===== src/rtl/dwu_pkg.sv =====
package dwu_pkg;

    typedef enum logic {
        RS_IDLE,
        RS_HIT
    } rpt_state_t;

    // Bits that hold storage in a control word; the rest read as zero.
    localparam logic [31:0] CTRL_KEEP = 32'h1F1F_FFFF;

    // A lane select is legal when non-zero and its set bits form one run.
    function automatic logic lanes_legal(input logic [7:0] b);
        logic [7:0] low;
        logic [8:0] sum;
        low = b & (~b + 8'd1);
        sum = {1'b0, b} + {1'b0, low};
        return (b != 8'd0) && ((sum[7:0] & b) == 8'd0);
    endfunction

    // Byte lanes touched inside the double-word by an access.
    function automatic logic [7:0] touched_lanes(input logic [2:0] off,
                                                 input logic [1:0] sz);
        logic [7:0]  base;
        logic [15:0] wide;
        unique case (sz)
            2'd0: base = 8'h01;
            2'd1: base = 8'h03;
            2'd2: base = 8'h0F;
            default: base = 8'hFF;
        endcase
        wide = {8'd0, base} << off;
        return wide[7:0];
    endfunction

endpackage


===== src/rtl/dwu_regbank.sv =====
module dwu_regbank #(
    parameter int NUM_WP = 16,
    parameter int ADDR_W = 32,
    parameter int IDX_W  = 4
) (
    input  logic                            clk,
    input  logic                            rst,
    input  logic                            we,
    input  logic                            sel_val,
    input  logic [IDX_W-1:0]                idx,
    input  logic [31:0]                     wdata,
    output logic [31:0]                     rdata,
    output logic [NUM_WP-1:0]               en_o,
    output logic [NUM_WP-1:0][4:0]          mask_o,
    output logic [NUM_WP-1:0][7:0]          lanes_o,
    output logic [NUM_WP-1:0][1:0]          ldst_o,
    output logic [NUM_WP-1:0][ADDR_W-1:0]   val_o
);
    import dwu_pkg::*;

    logic [NUM_WP-1:0][31:0]       ctrl_q;
    logic [NUM_WP-1:0][ADDR_W-1:0] val_q;

    for (genvar g = 0; g < NUM_WP; g++) begin : g_slot
        always_ff @(posedge clk) begin
            if (rst) begin
                ctrl_q[g] <= '0;
                val_q[g]  <= '0;
            end else if (we && (idx == IDX_W'(g))) begin
                if (sel_val)
                    val_q[g] <= ADDR_W'(wdata) & ~ADDR_W'(3);
                else
                    ctrl_q[g] <= wdata & CTRL_KEEP;
            end
        end
        assign en_o[g]    = ctrl_q[g][0];
        assign mask_o[g]  = ctrl_q[g][28:24];
        assign lanes_o[g] = ctrl_q[g][12:5];
        assign ldst_o[g]  = ctrl_q[g][4:3];
        assign val_o[g]   = val_q[g];
    end

    always_comb begin
        rdata = '0;
        if (int'(idx) < NUM_WP) begin
            if (sel_val)
                rdata = 32'(val_q[idx]);
            else
                rdata = ctrl_q[idx];
        end
    end

endmodule


===== src/rtl/dwu_wp_match.sv =====
module dwu_wp_match #(
    parameter int ADDR_W = 32
) (
    input  logic              en,
    input  logic [4:0]        mask,
    input  logic [7:0]        lanes,
    input  logic [1:0]        ldst,
    input  logic [ADDR_W-1:0] val,
    input  logic [ADDR_W-1:0] addr,
    input  logic [1:0]        size,
    input  logic              store,
    output logic              match
);
    import dwu_pkg::*;

    logic              armed;
    logic              kind_ok;
    logic              addr_ok;
    logic              lane_ok;
    logic [7:0]        watch;
    logic [ADDR_W-1:0] keep;

    always_comb begin
        armed   = en && (ldst != 2'b00) && (mask != 5'd1) && (mask != 5'd2)
                  && lanes_legal(lanes);
        kind_ok = store ? ldst[1] : ldst[0];
        watch   = val[2] ? {lanes[3:0], 4'b0000} : lanes;
        keep    = {ADDR_W{1'b1}} << mask;
        if (mask == 5'd0) begin
            addr_ok = (addr[ADDR_W-1:3] == val[ADDR_W-1:3]);
            lane_ok = |(touched_lanes(addr[2:0], size) & watch);
        end else begin
            addr_ok = (((addr ^ val) & keep) == '0);
            lane_ok = 1'b1;
        end
        match = armed && kind_ok && addr_ok && lane_ok;
    end

endmodule


===== src/rtl/dwu_first_hit.sv =====
module dwu_first_hit #(
    parameter int N     = 16,
    parameter int IDX_W = 4
) (
    input  logic [N-1:0]     req,
    output logic             any,
    output logic [IDX_W-1:0] first
);
    always_comb begin
        any   = |req;
        first = '0;
        for (int i = N - 1; i >= 0; i--) begin
            if (req[i]) first = IDX_W'(i);
        end
    end
endmodule


===== src/rtl/data_watch_unit.sv =====
module data_watch_unit #(
    parameter int NUM_WP = 16,
    parameter int ADDR_W = 32,
    localparam int IDX_W = $clog2(NUM_WP)
) (
    input  logic              clk,
    input  logic              rst,
    input  logic              reg_we,
    input  logic              reg_sel_val,
    input  logic [IDX_W-1:0]  reg_idx,
    input  logic [31:0]       reg_wdata,
    output logic [31:0]       reg_rdata,
    input  logic              acc_valid,
    input  logic [ADDR_W-1:0] acc_addr,
    input  logic [1:0]        acc_size,
    input  logic              acc_store,
    output logic              hit,
    output logic [IDX_W-1:0]  hit_idx
);
    import dwu_pkg::*;

    logic [NUM_WP-1:0]             en_w;
    logic [NUM_WP-1:0][4:0]        mask_w;
    logic [NUM_WP-1:0][7:0]        lanes_w;
    logic [NUM_WP-1:0][1:0]        ldst_w;
    logic [NUM_WP-1:0][ADDR_W-1:0] val_w;
    logic [NUM_WP-1:0]             match_w;
    logic                          any_w;
    logic [IDX_W-1:0]              first_w;

    rpt_state_t       state_q, state_d;
    logic [IDX_W-1:0] idx_q;

    dwu_regbank #(.NUM_WP(NUM_WP), .ADDR_W(ADDR_W), .IDX_W(IDX_W)) u_bank (
        .clk(clk), .rst(rst), .we(reg_we), .sel_val(reg_sel_val),
        .idx(reg_idx), .wdata(reg_wdata), .rdata(reg_rdata),
        .en_o(en_w), .mask_o(mask_w), .lanes_o(lanes_w),
        .ldst_o(ldst_w), .val_o(val_w)
    );

    for (genvar g = 0; g < NUM_WP; g++) begin : g_cmp
        dwu_wp_match #(.ADDR_W(ADDR_W)) u_cmp (
            .en(en_w[g]), .mask(mask_w[g]), .lanes(lanes_w[g]),
            .ldst(ldst_w[g]), .val(val_w[g]), .addr(acc_addr),
            .size(acc_size), .store(acc_store), .match(match_w[g])
        );
    end

    dwu_first_hit #(.N(NUM_WP), .IDX_W(IDX_W)) u_pick (
        .req(match_w), .any(any_w), .first(first_w)
    );

    // Next-state selection
    always_comb begin
        state_d = state_q;
        unique case (state_q)
            RS_IDLE: state_d = (acc_valid && any_w) ? RS_HIT : RS_IDLE;
            RS_HIT:  state_d = (acc_valid && any_w) ? RS_HIT : RS_IDLE;
            default: state_d = RS_IDLE;
        endcase
    end

    // State register and captured index
    always_ff @(posedge clk) begin
        if (rst) begin
            state_q <= RS_IDLE;
            idx_q   <= '0;
        end else begin
            state_q <= state_d;
            idx_q   <= (acc_valid && any_w) ? first_w : '0;
        end
    end

    // Outputs
    always_comb begin
        unique case (state_q)
            RS_HIT: begin
                hit     = 1'b1;
                hit_idx = idx_q;
            end
            default: begin
                hit     = 1'b0;
                hit_idx = '0;
            end
        endcase
    end

endmodule


===== config.mk =====
export PLATFORM = sky130hd
export DESIGN_NAME = data_watch_unit
export DESIGN_NICKNAME = d
export VERILOG_FILES = /design/src/rtl/dwu_pkg.sv /design/src/rtl/dwu_regbank.sv /design/src/rtl/dwu_wp_match.sv /design/src/rtl/dwu_first_hit.sv /design/src/rtl/data_watch_unit.sv
export SDC_FILE = /design/constraint.sdc
export NUM_CORES = 2
export LEC_CHECK = 0
export BUFFER_PORTS_ARGS = -buffer_cell sky130_fd_sc_hd__buf_4
export CAP_MARGIN = 20
export CORE_ASPECT_RATIO = 1.2
export CORE_UTILIZATION = 32
export DETAILED_ROUTE_END_ITERATION = 12
export GPL_ROUTABILITY_DRIVEN = 1
export GPL_TIMING_DRIVEN = 1
export HOLD_SLACK_MARGIN = 0.05
export PLACE_DENSITY = 0.52
export SYNTH_ARGS = -nofsm -noshare
export SYNTH_HDL_FRONTEND = slang
export SYNTH_SLANG_ARGS = --single-unit

===== constraint.sdc =====
create_clock -name clk -period 7.3 [get_ports clk]
set_input_delay 1.46 -clock clk [delete_from_list [all_inputs] [get_ports clk]]
set_output_delay 1.46 -clock clk [all_outputs]
set_load 0.005 [all_outputs]

* Yosys cells after proc, flatten, opt, wreduce, memory -nomap -nowiden
Index checks and enable logic that the tools add are counted.
W data, S select, Z words.
** Operators by class
- Add/sub/neg operators :: 32
- Order comparisons :: 1
- Eq/ne operators :: 65
- Shift-type cells :: 32
- Mux-type cells :: 104
- Bitwise gates (word level) :: 98
- Reductions and logical operators :: 280
** Operators by type and width (count)
- $and A32 B32 Y32 :: 16
- $logic_not A32 Y1 :: 16
- $shl A32 B5 Y32 const A :: 16
- $xor A32 B32 Y32 :: 16
- $eq A29 B29 Y1 :: 16
- $and A8 B8 Y8 :: 48
- $bmux W32 S4 :: 2
- $mux W8 :: 32
- $logic_and A1 B1 Y1 :: 145
- $add A8 B1 Y8 const B :: 16
- $add A8 B8 Y8 :: 16
- $logic_not A8 Y1 :: 16
- $not A8 Y8 :: 16
- $reduce_bool A8 Y1 :: 16
- $reduce_or A8 Y1 :: 16
- $shl A8 B3 Y8 :: 16
- $mux W32 :: 3
- $logic_not A5 Y1 :: 16
- $ne A5 B1 Y1 const B :: 16
- $ne A5 B2 Y1 const B :: 16
- $reduce_and A2 Y1 :: 32
- $mux W1 :: 51
- $mux W4 :: 9
- $eq A4 B4 Y1 const B :: 8
- 18 further kinds :: 42
** Storage, ports and cells
- Flip-flop bits (word level) :: 901
- Input bits :: 76
- Output and inout port bits :: 37
- Word-level logic and storage cells :: 649

* Longest topological paths before layout
- Depth in word-level cells :: 26
- Gate-level depth with buffers :: 14
- Gate-level depth less buffers :: 10

* Modules after synthesis
A second synthesis with hierarchy kept.
** Second synthesis, totals
- Cell total of the unflattened synthesis :: 7667
- Area, all modules :: 58343.5 um^2
** By module, submodules not included
- dwu_regbank :: instances 1, cells each 4950, area an instance 40735.3 um^2
- dwu_wp_match (g_cmp[0].u_cmp ...) :: instances 15, cells each 167, area an instance 1074.8 um^2
- dwu_wp_match (g_cmp[9].u_cmp) :: instances 1, cells each 164, area an instance 1134.8 um^2
- dwu_first_hit :: instances 1, cells each 34, area an instance 176.4 um^2
- data_watch_unit :: instances 1, cells each 14, area an instance 175.2 um^2

* Least setup slack after synthesis
Ideal clock, no wire load.
- Path type :: input to output
- Start point :: in reg_idx[0]
- End point :: out reg_rdata[2]
- Arrival time :: 3790 ps
- Slack :: 2050 ps
- Stages on the path :: 6
- Cell sequence :: clkbuf_1 clkbuf_1 buf_1 mux4_2 mux4_2 mux2_2
** Between the ends
- Longest elaborated chain between the ends :: 3
** RTL lines
- from (decl) :: RTL line data_watch_unit.sv:10 : input logic [IDX_W-1:0] reg_idx,
- $bmux W32 S4, on equally long branches :: RTL line dwu_regbank.sv:49, dwu_regbank.sv:47
- $mux W32, on equally long branches :: RTL line dwu_regbank.sv:49, dwu_regbank.sv:47
- $mux W32 * :: RTL line dwu_regbank.sv:46 : if (sel_val)
- to (decl) :: RTL line data_watch_unit.sv:12 : output logic [31:0] reg_rdata,
Every way passes the cells marked *; elsewhere a longest branch is shown, timed or not. The select of a mux whose other input is x is not followed.

* Final worst setup path
- Start point :: in reg_idx[0]
- End point :: out reg_rdata[11]
Same word-level chain as after synthesis.

==> out/results.txt <==
Vias - 53900
worst vdd ir - 0.186 mV
relative slew slack - 14.0%
Antenna Violating Nets Remaining - 0
Layout Nets - 6522
ys flop type - dfxtp_1
core area - 0.165 sq mm
post-DP HPWL - 218000 microns
required time worst endpoint - 5.84 ns
CTS Sinks - 901
post-CTS sizing - 0
Adder-Cell Fraction of Synth Area - 0.0754%
RePlAce Congestion - 1.09
CTS Buffer Depth - 3
mux contribution to synthesized area - 13.1%
FF+latch count, synth - 901
Pwr Density - 200 mW/mm^2
max cap viols - 0
pin count of the biggest net entering global routing - 197
placed inst area - 0.0551 sq mm
CTS H-tree lvls - 3
R2R depth - 10
Buf+Inv Stages, Crit Path - 3
post-CTS setup buffer count - 0
slowest stage delay, CP - 0.71 ns
# DRC - 0
xor and xnor area share after synthesis - 8.21%
routed wire length - 298000 microns
Fmax achieved - 0.171 GHz
GRT overflow - 0
Worst Tran Pin Value - 1.29 ns
cell area after layout - 0.0587 sq mm
simple-gate portion of the synthesized area - 20.9%
first-pass GRT wire length - 407000 microns
Fin. Hold Viols - 0
cts bufs inserted - 102
max-slew violation count - 0
IO buf count - 112
area delta synth->final - 10.5%
worst min path class - register to register
sequential area share after synthesis - 34.0%
layout cells sized above 1 - 12.5%
Hold WS - 0.451 ns
vias in the first global route - 49300
RSZ-0062 raised after global routing - false
CP endpoint kind - output pin
Crit path depth - 6
CP startpoint kind - primary input
CP Max Fanout - 86
net count after synthesis - 6858
I/O pins - 113
EDFF count, synth - 0
Yosys warnings - 0
Final min period - 5.85 ns
crit path cell chain - buf_8, buf_4, mux4_2, mux4_2, mux2_2, buf_4
status - completed
Pre-antenna DRT Iters - 10
Avg Inst Size Synth - 7.83 sq um
ys async rst share - 0%
final cell count without fillers - 8687
Final period util - 80.1%
Synth cell types - 91
FP Rows - 163
Clock Latency Late Sink - 0.77 ns
CTS tree - yes
Vias/cell - 6.20
Compound-Gate Fraction of Synth Area - 18.5%
final worst slack - 1.45 ns
number of cells on the worst hold path - 2
DIE HEIGHT - 448 microns
Mapped Area - 0.0531 sq mm
setup TNS - 0 ns
dpl cells - 8480
Synth Instances - 6782
DR iter-0 viols - 7997
CTS Hold Bufs - 0
post-DR wirelength/cell - 34.3 microns
Crit path max-delay family - multiplexers
Arr. time, crit path - 4.39 ns
Pleak - 18.7 nW
Max Clock Skew - 0.0275 ns
die area - 0.168 sq mm
main combinational cell family by area after synthesis - simple AND/OR/NAND/NOR gates
initial antenna violation count - 32
crit path kind - primary input to output pin
Setup WS pre-CTS - 1.44 ns
final setup fails - 0
Crit-path slowest cell - buf_8
DIE WIDTH - 374 microns
gr usage total - 34.5%
Clock Tree Root - clkbuf_16
Worst-path clk slew - 0.06 ns
Initial Util - 32.3%
-- metal layers --
layer,part of all wire [%],GRT usage [%]
met5,0.018,0
met4,9.2,27.6
met3,10,6.87
met2,44,53.6
met1,37,41.7
-- area by class of cell --
cell class                 instances  area (sq um)
antenna                           11          27.5
multi-input combinational       5173         32500
tap                             2145          2680
clock inverter                    43           500
timing repair buffer             217          1740
sequential                       901         18000
clock buffer                     146          3000
inverter                          51           191
fill                           16900        106000
-- synth_stat cells (10+ instances only) --
cell | count | area share, %
nand4_1 | 65 | 0.77
mux2i_1 | 18 | 0.34
buf_1 | 57 | 0.40
mux2_2 | 43 | 0.91
mux4_2 | 280 | 12
buf_2 | 47 | 0.44
a22oi_1 | 34 | 0.48
and2_1 | 35 | 0.41
inv_1 | 51 | 0.36
and3_1 | 12 | 0.14
dfxtp_1 | 901 | 34
o21bai_1 | 18 | 0.25
nor2b_1 | 18 | 0.21
a31oi_1 | 39 | 0.46
xnor2_1 | 292 | 4.8
nand4b_1 | 12 | 0.20
a21o_1 | 23 | 0.33
a211o_1 | 10 | 0.16
a221o_1 | 15 | 0.28
nor2_1 | 209 | 1.5
o211ai_1 | 24 | 0.34
xor2_1 | 206 | 3.4
a211oi_1 | 26 | 0.37
nand2_1 | 1980 | 14
o2111ai_1 | 26 | 0.43
nor3_1 | 85 | 0.80
nor4_1 | 56 | 0.66
o21ai_0 | 121 | 1.1
clkbuf_1 | 548 | 3.9
or2_2 | 21 | 0.25
o21a_1 | 22 | 0.31
a2111oi_0 | 18 | 0.30
nand2b_1 | 19 | 0.22
o32a_1 | 10 | 0.19
nor4b_1 | 11 | 0.18
a21oi_1 | 1072 | 10
a32oi_1 | 10 | 0.16
or3_1 | 26 | 0.31
nand3_1 | 66 | 0.62
o221ai_1 | 14 | 0.23
o31ai_1 | 27 | 0.38
o22ai_1 | 40 | 0.47
a221oi_1 | 21 | 0.35
-- final timing paths --
| path | slack, ns | to | startpoint |
|---|---|---|---|
| max | 1.45 | reg_rdata[11] | reg_idx[0] |
| min | 0.45 | u_bank.ctrl_q[368]$_SDFFE_PP0P_ | u_bank.ctrl_q[368]$_SDFFE_PP0P_ |
| max reg2reg | 2.90 | idx_q[0]$_SDFF_PP0_ | u_bank.mask_o[37]$_SDFFE_PP0P_ |
| min reg2reg | 0.45 | u_bank.ctrl_q[368]$_SDFFE_PP0P_ | u_bank.ctrl_q[368]$_SDFFE_PP0P_ |
-- per-stage QoR --
stage               utilization (%)  total power, W
finish                         35.7          0.0117
global route                   35.6          0.0120
CTS                            35.6          0.0117
detailed placement             33.5         0.00630
global placement               33.5         0.00630
floorplan                         -         0.00580
-- kinds of logic (layout without fill, tap and decap cells) --
kind of cell,count (synthesis),after routing
and+or+nand+nor,2658,2658
AOI/OAI and AO/OA,1672,1672
DFF,901,901
buffers and inverters,708,457
adders and majority gates,4,4
muxes,341,341
other,0,11
xor gates and xnor gates,498,498
-- worst reg2reg max path, cell delays in order (launching register included) --
cell       delay [ns]
dfxtp_1          0.77
o21a_1           0.29
o221ai_1         0.17
a2111oi_0        0.97
o2111ai_1        0.23
a211oi_1         0.97
o21a_1           0.27
o21bai_1         0.17
nor2_1           0.14
a41oi_1          0.21
o21a_1           0.14
-- registers in the layout, summed over array words and instances (netlist names) --
signal	count
u_bank.lanes_o	128
u_bank.val_o	480
u_bank.mask_o	80
u_bank.ctrl_q	160
u_bank.en_o	16
idx_q	4
u_bank.ldst_o	32
state_q	1
-- report_power, final --
part / internal, W / switching (W) / leakage (nW)
sequential: 0.00495 / 0.0000670 / 7.26
clock: 0.00312 / 0.00239 / 1.70
combinational: 0.000320 / 0.000904 / 9.71
total: 0.00839 / 0.00336 / 18.7
-- placed cells by master, fill, tap and decap left out, types with 65 or more instances in the layout --
cell / instances
nand3_1: 66
xor2_1: 206
a21oi_1: 1072
nor2_1: 176
buf_4: 203
o21ai_0: 120
dfxtp_1: 901
nor3_1: 84
nand4_1: 65
mux4_2: 280
xnor2_1: 292
nand2_1: 1962
clkbuf_16: 102
(Power assumes the default switching activity.)
